==> src/rtl/baud16_pkg.sv <==
package baud16_pkg;

    typedef enum logic [0:0] {
        ST_HALT  = 1'b0,
        ST_COUNT = 1'b1
    } cnt_state_t;

    localparam int ADDR_LCR = 3;

endpackage

==> src/rtl/b16_regif.sv <==
module b16_regif
    import baud16_pkg::*;
#(
    parameter int ADDR_W = 3,
    parameter int BYTE_W = 8,
    parameter int NBYTES = 2,
    localparam int DIV_W = BYTE_W * NBYTES
) (
    input  logic              clk,
    input  logic              rst,
    input  logic              bus_sel,
    input  logic              bus_wr,
    input  logic              bus_rd,
    input  logic [ADDR_W-1:0] bus_addr,
    input  logic [BYTE_W-1:0] bus_wdata,
    input  logic [DIV_W-1:0]  div_q,
    output logic [NBYTES-1:0] byte_we,
    output logic [BYTE_W-1:0] lcr_q,
    output logic [BYTE_W-1:0] bus_rdata,
    output logic              pass_sel
);

    logic access_on;
    logic lcr_hit;

    assign access_on = lcr_q[BYTE_W-1];
    assign lcr_hit   = bus_sel && (bus_addr == ADDR_W'(ADDR_LCR));

    always_ff @(posedge clk) begin
        if (rst) begin
            lcr_q <= '0;
        end else if (lcr_hit && bus_wr) begin
            lcr_q <= bus_wdata;
        end
    end

    for (genvar i = 0; i < NBYTES; i++) begin : g_we
        assign byte_we[i] = bus_sel && bus_wr && access_on
                            && (bus_addr == ADDR_W'(i));
    end

    assign pass_sel = bus_sel && (bus_wr || bus_rd) && !access_on
                      && (bus_addr < ADDR_W'(NBYTES));

    always_comb begin
        bus_rdata = '0;
        if (bus_sel && bus_rd) begin
            if (lcr_hit) begin
                bus_rdata = lcr_q;
            end
            for (int i = 0; i < NBYTES; i++) begin
                if (access_on && (bus_addr == ADDR_W'(i))) begin
                    bus_rdata = div_q[i*BYTE_W +: BYTE_W];
                end
            end
        end
    end

    AST_RESET_CLEARS_LCR: assert property (@(posedge clk) rst |=> (lcr_q == '0));
    AST_GATED_WRITE: assert property (@(posedge clk) disable iff (rst)
        (bus_sel && bus_wr && !lcr_q[BYTE_W-1]) |-> (byte_we == '0));

endmodule

==> src/rtl/b16_latch.sv <==
module b16_latch #(
    parameter int BYTE_W = 8,
    parameter int NBYTES = 2,
    localparam int DIV_W = BYTE_W * NBYTES
) (
    input  logic              clk,
    input  logic              rst,
    input  logic [NBYTES-1:0] byte_we,
    input  logic [BYTE_W-1:0] wdata,
    output logic [DIV_W-1:0]  div_q,
    output logic [DIV_W-1:0]  div_next,
    output logic              load
);

    assign load = |byte_we;

    for (genvar i = 0; i < NBYTES; i++) begin : g_byte
        always_ff @(posedge clk) begin
            if (byte_we[i]) begin
                div_q[i*BYTE_W +: BYTE_W] <= wdata;
            end
        end
        assign div_next[i*BYTE_W +: BYTE_W] = byte_we[i] ? wdata
                                                         : div_q[i*BYTE_W +: BYTE_W];
    end

    AST_LATCH_HOLD: assert property (@(posedge clk) disable iff (rst)
        !load |=> $stable(div_q));
    AST_SINGLE_BYTE: assert property (@(posedge clk) disable iff (rst)
        $countones(byte_we) <= 1);

endmodule

==> src/rtl/b16_counter.sv <==
module b16_counter
    import baud16_pkg::*;
#(
    parameter int DIV_W      = 16,
    parameter bit ZERO_HALTS = 1'b1
) (
    input  logic             clk,
    input  logic             rst,
    input  logic             load,
    input  logic [DIV_W-1:0] div_next,
    input  logic [DIV_W-1:0] div_q,
    output logic             tick
);

    localparam logic [DIV_W-1:0] CNT_ONE = DIV_W'(1);

    cnt_state_t       state, state_n;
    logic [DIV_W-1:0] cnt, cnt_n;
    logic             zero_runs;

    if (ZERO_HALTS) begin : g_zero_halt
        assign zero_runs = 1'b0;
    end else begin : g_zero_wrap
        assign zero_runs = 1'b1;
    end

    always_ff @(posedge clk) begin
        if (rst) begin
            state <= ST_HALT;
            cnt   <= '0;
        end else begin
            state <= state_n;
            cnt   <= cnt_n;
        end
    end

    always_comb begin
        state_n = state;
        cnt_n   = cnt;
        unique case (state)
            ST_HALT: begin
                if (load && ((div_next != '0) || zero_runs)) begin
                    state_n = ST_COUNT;
                    cnt_n   = div_next;
                end
            end
            ST_COUNT: begin
                if (load) begin
                    if ((div_next != '0) || zero_runs) begin
                        cnt_n = div_next;
                    end else begin
                        state_n = ST_HALT;
                        cnt_n   = '0;
                    end
                end else if (cnt == CNT_ONE) begin
                    cnt_n = div_q;
                end else begin
                    cnt_n = cnt - CNT_ONE;
                end
            end
            default: begin
                state_n = ST_HALT;
            end
        endcase
    end

    always_comb begin
        tick = (state == ST_COUNT) && (cnt == CNT_ONE);
    end

    AST_LOAD_RELOADS: assert property (@(posedge clk) disable iff (rst)
        (load && (div_next != '0)) |=> (cnt == $past(div_next)));
    AST_WRAP_RELOAD: assert property (@(posedge clk) disable iff (rst)
        (tick && !load) |=> (cnt == $past(div_q)));
    AST_RESET_SILENT: assert property (@(posedge clk) rst |=> !tick);

    if (ZERO_HALTS) begin : g_zero_chk
        AST_ZERO_STOPS: assert property (@(posedge clk) disable iff (rst)
            (load && (div_next == '0)) |=> !tick);
        AST_RUN_NONZERO: assert property (@(posedge clk) disable iff (rst)
            (state == ST_COUNT) |-> (cnt != '0));
    end

endmodule

==> src/rtl/baud16_gen.sv <==
module baud16_gen #(
    parameter int ADDR_W     = 3,
    parameter int BYTE_W     = 8,
    parameter int DIV_W      = 16,
    parameter bit ZERO_HALTS = 1'b1,
    localparam int NBYTES    = DIV_W / BYTE_W
) (
    input  logic              clk,
    input  logic              rst,
    input  logic              bus_sel,
    input  logic              bus_wr,
    input  logic              bus_rd,
    input  logic [ADDR_W-1:0] bus_addr,
    input  logic [BYTE_W-1:0] bus_wdata,
    output logic [BYTE_W-1:0] bus_rdata,
    output logic              pass_sel,
    output logic [BYTE_W-2:0] line_fmt,
    output logic              tick16
);

    logic [NBYTES-1:0] byte_we;
    logic [BYTE_W-1:0] lcr_q;
    logic [DIV_W-1:0]  div_q;
    logic [DIV_W-1:0]  div_next;
    logic              load;

    b16_regif #(.ADDR_W(ADDR_W), .BYTE_W(BYTE_W), .NBYTES(NBYTES)) u_regif (
        .clk       (clk),
        .rst       (rst),
        .bus_sel   (bus_sel),
        .bus_wr    (bus_wr),
        .bus_rd    (bus_rd),
        .bus_addr  (bus_addr),
        .bus_wdata (bus_wdata),
        .div_q     (div_q),
        .byte_we   (byte_we),
        .lcr_q     (lcr_q),
        .bus_rdata (bus_rdata),
        .pass_sel  (pass_sel)
    );

    b16_latch #(.BYTE_W(BYTE_W), .NBYTES(NBYTES)) u_latch (
        .clk      (clk),
        .rst      (rst),
        .byte_we  (byte_we),
        .wdata    (bus_wdata),
        .div_q    (div_q),
        .div_next (div_next),
        .load     (load)
    );

    b16_counter #(.DIV_W(DIV_W), .ZERO_HALTS(ZERO_HALTS)) u_counter (
        .clk      (clk),
        .rst      (rst),
        .load     (load),
        .div_next (div_next),
        .div_q    (div_q),
        .tick     (tick16)
    );

    assign line_fmt = lcr_q[BYTE_W-2:0];

endmodule

==> config.mk <==
export PLATFORM = sky130hd
export DESIGN_NAME = baud16_gen
export DESIGN_NICKNAME = d
export VERILOG_FILES = /design/src/rtl/baud16_pkg.sv /design/src/rtl/b16_regif.sv /design/src/rtl/b16_latch.sv /design/src/rtl/b16_counter.sv /design/src/rtl/baud16_gen.sv
export SDC_FILE = /design/constraint.sdc
export NUM_CORES = 1
export LEC_CHECK = 0
export BUFFER_PORTS_ARGS = -buffer_cell sky130_fd_sc_hd__buf_2
export CAP_MARGIN = 20
export CELL_PAD_IN_SITES_DETAIL_PLACEMENT = 1
export CELL_PAD_IN_SITES_GLOBAL_PLACEMENT = 2
export CORE_MARGIN = 4
export CORE_UTILIZATION = 38
export DETAILED_ROUTE_END_ITERATION = 8
export GPL_TIMING_DRIVEN = 1
export PLACE_DENSITY_LB_ADDON = 0.1
export SKIP_LAST_GASP = 1
export SLEW_MARGIN = 20
export SYNTH_ARGS = -nofsm -noshare
export SYNTH_HDL_FRONTEND = slang
export SYNTH_HIERARCHICAL = 1
export SYNTH_SLANG_ARGS = --single-unit
==> constraint.sdc <==
create_clock -name clk -period 4.5 [get_ports clk]
set_input_delay 0.9 -clock clk [delete_from_list [all_inputs] [get_ports clk]]
set_output_delay 0.9 -clock clk [all_outputs]
set_load 0.05 [all_outputs]
## Word-level counts from Yosys, hierarchy flattened

Index checks and enable logic that the tools add are counted.

| operators by class | value |
|---|---|
| add/sub/neg operators | 1 |
| multipliers | 0 |
| divide/modulo/power cells | 0 |
| order comparisons | 1 |
| equal/unequal tests | 4 |
| shifts and indexed selects | 0 |
| multiplexer cells | 15 |
| bitwise logic cells | 1 |
| reduce and logical (&&, ||, !) cells | 19 |

Operators with widths:

| operator | number |
|---|---|
| 2-to-1 mux 16 bit | 4 |
| 2-to-1 mux 8 bit | 6 |
| one-hot mux 16 bit (2 select lines) | 1 |
| == test 16 x 1 -> 1 bit, second input constant | 1 |
| nonzero test 16 bit | 1 |
| subtractor 16 x 1 -> 16 bit, second input constant | 1 |
| logical AND 1 bit | 14 |
| == test 3 x 1 -> 1 bit, second input constant | 1 |
| == test 3 x 2 -> 1 bit, second input constant | 1 |
| logical NOT 3 bit | 1 |
| < comparator 3 x 2 -> 1 bit, second input constant | 1 |
| 2-to-1 mux 1 bit | 3 |
| inequality test 2 x 1 -> 1 bit, second input constant | 1 |
| one-hot mux 1 bit (2 select lines) | 1 |
| OR reduction 2 bit | 1 |
| logical NOT 1 bit | 1 |
| logical OR 1 bit | 1 |
| inverter 1 bit | 1 |

| storage, ports and cells | value |
|---|---|
| flip-flop bits (word level) | 41 |
| latch bits | 0 |
| memory bits (writable) | 0 |
| memory bits (read-only) | 0 |
| bits of input ports | 16 |
| output and inout bits | 17 |
| word-level logic and storage cells | 46 |
| memories kept | 0 |

## Longest topological paths before layout

| depth | value |
|---|---|
| depth after elaboration | 8 |
| gate-level depth with buffers | 12 |
| gate-level depth less buffers | 8 |

## Cells and area by module

Netlist, hierarchy kept.

By module, submodules not included:

| module | instances | cells an instance | area each (sq um) | sequential area each (sq um) |
|---|---|---|---|---|
| b16_counter | 1 | 167 | 1267.5 | 340.3 |
| b16_regif | 1 | 83 | 638.1 | 160.2 |
| b16_latch | 1 | 35 | 589.3 | 320.3 |

## Worst setup path after synthesis

Ideal clock, no wire load.

| timing | value |
|---|---|
| path type | input to output |
| start | in bus_addr[0] |
| end | out bus_rdata[7] |
| arrival | 3636 ps |
| required time | 3600 ps |
| path slack | -36 ps |
| stages on the path | 3 |
| path buffers | 1 |
| path through | buf_2 -> o21ai_0 -> a2111oi_0 |

| on the way | value |
|---|---|
| word-level cells in the longest chain between the ends | 6 |
| elaborated cells between the ends (all ways) | 10 |
| those cells by class | eq/ne: 2; mux: 4; reduce/logical: 4 |

RTL lines:

| what | line | text |
|---|---|---|
| start, declared | baud16_gen.sv:13 | `input logic [ADDR_W-1:0] bus_addr,` |
| == test 3 x 2 -> 1 bit | b16_regif.sv:27 | `assign lcr_hit = bus_sel && (bus_addr == ADDR_W'(ADDR_LCR));` |
| logical AND 1 bit | b16_regif.sv:27 |  |
| 2-to-1 mux 8 bit | b16_regif.sv:48 | `if (lcr_hit) begin` |
| 2-to-1 mux 8 bit | b16_regif.sv:52 | `if (access_on && (bus_addr == ADDR_W'(i))) begin` |
| 2-to-1 mux 8 bit * | b16_regif.sv:52 |  |
| 2-to-1 mux 8 bit * | b16_regif.sv:47 | `if (bus_sel && bus_rd) begin` |
| end, declared | baud16_gen.sv:15 | `output logic [BYTE_W-1:0] bus_rdata,` |

Mark *: on every way between the ends. The rest lies on a longest branch, timed or not.

## Worst setup path after layout

| timing | value |
|---|---|
| start | in bus_addr[2] |
| end | reg u_counter.cnt[0] |

| on the way | value |
|---|---|
| word-level cells in the longest chain between the ends | 7 |
| elaborated cells between the ends (all ways) | 14 |
| those cells by class | eq/ne: 2; mux: 6; reduce/logical: 6 |

RTL lines:

| what | line | text |
|---|---|---|
| logical NOT 3 bit * | b16_regif.sv:39 | `&& (bus_addr == ADDR_W'(i));` |
| logical AND 1 bit * | b16_regif.sv:39 |  |
| via byte_we[0] | baud16_gen.sv:21 | `logic [NBYTES-1:0] byte_we;` |
| 2-to-1 mux 8 bit * | b16_latch.sv:23 | `assign div_next[i*BYTE_W +: BYTE_W] = byte_we[i] ? wdata` |
| via div_next[4] | baud16_gen.sv:24 | `logic [DIV_W-1:0] div_next;` |
| nonzero test 16 bit * | b16_counter.sv:42, b16_counter.sv:49 |  |
| 2-to-1 mux 16 bit | b16_counter.sv:49 | `if ((div_next != '0) \|\| zero_runs) begin` |
| 2-to-1 mux 16 bit | b16_counter.sv:48 | `if (load) begin` |
| one-hot mux 16 bit (2 select lines) | b16_counter.sv:40 | `unique case (state)` |
| end signal, assigned | b16_counter.sv:33 | `cnt <= cnt_n;` |
| end, declared | b16_counter.sv:18 | `logic [DIV_W-1:0] cnt, cnt_n;` |

The timed path passes the listed nets; every way through them passes the cells marked *. The select of a mux whose other input is x is not followed.
A chain may end at the register's enable or synchronous reset.

==> summary.md <==
| Metric | Value |
|---|---|
| Outcome | finished, final reports clean |
| Top_reg_cell synth | dfxtp_1 |
| Routed vias/inst | 5.60 |
| CTS buffer count | 5 |
| Initial Util | 39.3% |
| Nets | 327 |
| Grt ovf | 0 |
| Final worst setup slack | 855 ps |
| Placed Instance Area | 2690 um^2 |
| Min Clock Period, post-route | 3650 ps |
| Synth area leaders | dfxtp_1 33%, mux2_4 9.6%, nor2_1 5.6% |
| Distinct cell type count after synthesis | 46 |
| Hold Path Stages | 2 |
| P_leak | 1.20 nW |
| CP max FO | 9 |
| Seq/Total Area, Yosys | 32.9% |
| Setup bufs post-CTS | 0 |
| Maximum VDD drop | 0.141 mV |
| TritonCTS clock tree | yes |
| Crit path cell chain | buf_2 -> or3b_1 -> nor3_1 -> buf_4 -> mux2_4 -> nor4_1 -> a41oi_2 -> nor2_1 -> a211oi_1 -> a211oi_1 |
| WP data required | 4710 ps |
| Die width | 89.0 um |
| Clock Latency Late Sink | 300 ps |
| Core Area | 6350 um^2 |
| Detailed Routing Iterations Pass 1 | 4 |
| PostCTS Resize Cnt | 0 |
| Detailed Route Iter0 Violations | 83 |
| All-Layer GR Usage | 19.7% |
| Cell taking the most area after synthesis | dfxtp_1 |
| Async SR Flop Fraction | 0% |
| Clk pwr share | 46.3% |
| Slew Viols, Final | 0 |
| Vias | 2167 |
| Largest net degree at the start of global routing | 34 |
| FP Rows | 29 |
| Peak Freq | 0.274 GHz |
| CTS Sinks | 41 |
| Net Switching | 0.182 mW |
| Clock Tree Buf Depth | 2 |
| CP Data Arrival Time | 3850 ps |
| #FFs+latches synth | 41 |
| Element type at the critical path end | flip-flop |
| Skew final | 9.87 ps |
| EDFF count, synth | 0 |
| Global-route wire length before repair | 12.0 mm |
| PortBufs | 32 |
| Ratio of final minimum period to clock period | 81.0% |
| CP max stage delay | 520 ps |
| Count of final setup violators | 0 |
| Root buf cell | clkbuf_8 |
| DP HPWL | 5.64 mm |
| Reg-to-Reg End | u_counter/cnt[0] |
| Detail Route Antenna Nets | 0 |
| # DRC | 0 |
| Fin area | 2820 um^2 |
| Routed WL | 7.25 mm |
| Yosys top cell area share | 32.9% |
| Setup WS pre-CTS | 536 ps |
| RSZ-0062 raised after global routing | false |
| Io pins | 33 |
| Critical Path Start Type | input port |
| Number of global-route vias before repair | 2248 |
| Ratio of cells with drive above 1 in the final layout | 22.9% |
| Hold EP | u_regif/lcr_q[3] |
| Cell Area, Synth | 2490 um^2 |
| Area grow syn2layout | 13.1% |
| Die Y | 89.0 um |
| Critical path class | in2reg |
| Final setup TNS | 0 ps |
| Critical-path top delay cell | or3b_1 |
| Worst hold path type | reg2reg |
| Max-Cap Viols | 0 |
| Final design utilization | 44.5% |
| Initial antenna violation count | 0 |
| Cells after Synth | 285 |
| Syn Area/Cell | 8.75 um^2 |
| Top cell by count, worst path | a211oi_1 |
| Combinational Power Share | 6.8% |
| PD cells | 281 nW/um^2 |
| Die ar. | 7930 um^2 |
| Ant diodes | 0 |
| RePlAce Congestion | 0.792 |
| Sw Ratio | 22.9% |
| Synth warn | 6 |
| Worst Min Path Start | u_regif/lcr_q[3] |
| RR Startpoint | u_regif/lcr_q[7] |
| Hold-fix buffer count after cts | 0 |
| Endpoints failing hold | 0 |
| Reg2reg setup slack | 1240 ps |
| Worst-Margin Slew | 624 ps |
| Clock transition at path regs | 80 ps |
| H-tree Lvls | 2 |
| DR WL/cell | 18.7 um |
| Cell Int Power | 0.612 mW |
| FF-to-FF path depth | 9 |
| Syn Nets | 303 |
| Slew Limit Headroom | 58.3% |
| Flop pwr share | 46.9% |
==> synthesized netlist by cell type, types with 2 or more instances <==
master      n
a211oi_1   10
a21o_1      2
a21oi_1    19
a221oi_1    3
a2bb2oi_1   7
buf_2       3
buf_6       5
clkbuf_1   12
dfxtp_1    41
ha_1        2
inv_1       7
mux2_4     16
nand2_1     9
nand2b_1    7
nand3_1     3
nand3b_1    2
nand4b_1   10
nand4bb_1   2
nor2_1     37
nor3_1     15
nor3b_1    14
nor4_1      4
nor4_2      2
o211ai_1    2
o21ai_0    12
o21ai_1     7
xnor2_1     5
xor2_1      9
==> worst max path at each step <==
stage / from / end / slack (ps) / depth (start not counted)
final: bus_addr[2] / u_counter/cnt[0] / 850 / 10
after global routing: bus_addr[2] / u_counter/cnt[0] / 610 / 10
after CTS: bus_addr[2] / u_counter/cnt[0] / 860 / 10
after detailed placement: bus_addr[2] / u_counter/cnt[0] / 540 / 10
after global placement: bus_addr[2] / u_counter/cnt[0] / 620 / 10
after floorplan: bus_addr[0] / bus_rdata[7] / 620 / 3
==> routing by layer <==
metal  global-route usage, %  routed length [um]  vias up
li1                        -                   -     1085
met1                    27.6                3660     1039
met2                    31.8                3290       35
met3                    2.67                 192        8
met4                    5.28                 110        0
met5                       0                   0        -
==> worst max-delay path: cells and delay by family <==
kind | cells | cell delay [ps]
simple gates | 4 | 1570
compound gates | 3 | 670
buf+inv | 2 | 360
mux | 1 | 340
==> power by group through the flow <==
| stage | logic [mW] | clock network (mW) | registers, mW |
|---|---|---|---|
| 2_1_floorplan | 0.0303 | 0 | 0.382 |
| 3_3_place_gp | 0.0544 | 0 | 0.381 |
| 3_5_place_dp | 0.0543 | 0 | 0.381 |
| 4_1_cts | 0.0546 | 0.378 | 0.373 |
| 5_1_grt | 0.0586 | 0.388 | 0.374 |
| 6_report | 0.0538 | 0.368 | 0.373 |
==> layout make-up <==
type / count / area [um^2]
Clock inverter: 3 / 68.8
Tap cell: 77 / 96.3
Multi-Input combinational cell: 215 / 1530
Clock buffer: 5 / 68.8
Inverter: 7 / 26.3
Fill cell: 783 / 3530
Sequential cell: 41 / 821
Timing Repair Buffer: 39 / 213
==> layout by cell type, fill, tap and decap left out, types with 2 or more instances in the layout <==
cell,netlist,layout
a211oi_1,10,10
o21ai_1,7,7
nand3_1,3,3
a21oi_1,19,19
nor3_1,15,15
buf_4,1,7
nand2b_1,7,7
dfxtp_1,41,41
a21o_1,2,2
inv_1,7,7
nor2_1,37,37
nand3b_1,2,2
nor4_2,2,2
ha_1,2,2
nand4bb_1,2,2
o21ai_0,12,12
a221oi_1,3,3
a2111oi_1,1,2
a2bb2oi_1,7,7
mux2_4,16,16
nor3b_1,14,14
o211ai_1,2,2
clkbuf_8,0,5
xnor2_1,5,5
nor4_1,4,4
xor2_1,9,9
bufinv_16,0,2
nand2_1,9,9
buf_2,3,32
nand4b_1,10,10
==> per-stage QoR <==
stage / cells / power [mW] / hold slack (ps)
2_1_floorplan: 285 / 0.412 / 491
3_3_place_gp: 379 / 0.436 / 474
3_5_place_dp: 379 / 0.436 / 475
4_1_cts: 387 / 0.805 / 490
5_1_grt: 387 / 0.820 / 523
6_report: 387 / 0.794 / 493
==> flip-flops by register name (all words and copies together) (netlist names), named ones only <==
name,flops
u_counter/cnt,16
u_latch/div_q,16
u_regif/lcr_q,8
==> cells by family (layout without fill, tap and decap cells) <==
family | count (synthesis) | in the layout | synth area share [%]
AO/OA/AOI/OAI | 67 | 67 | 17.8
adder cells (fa/ha/maj) | 2 | 2 | 1.00
buffers and inverters | 29 | 54 | 6.17
multiplexers | 16 | 16 | 9.63
flip-flops | 41 | 41 | 32.9
AND/OR/NAND/NOR | 116 | 116 | 27.6
XOR/XNOR | 14 | 14 | 4.91
Power figures use the tool's default switching activity.
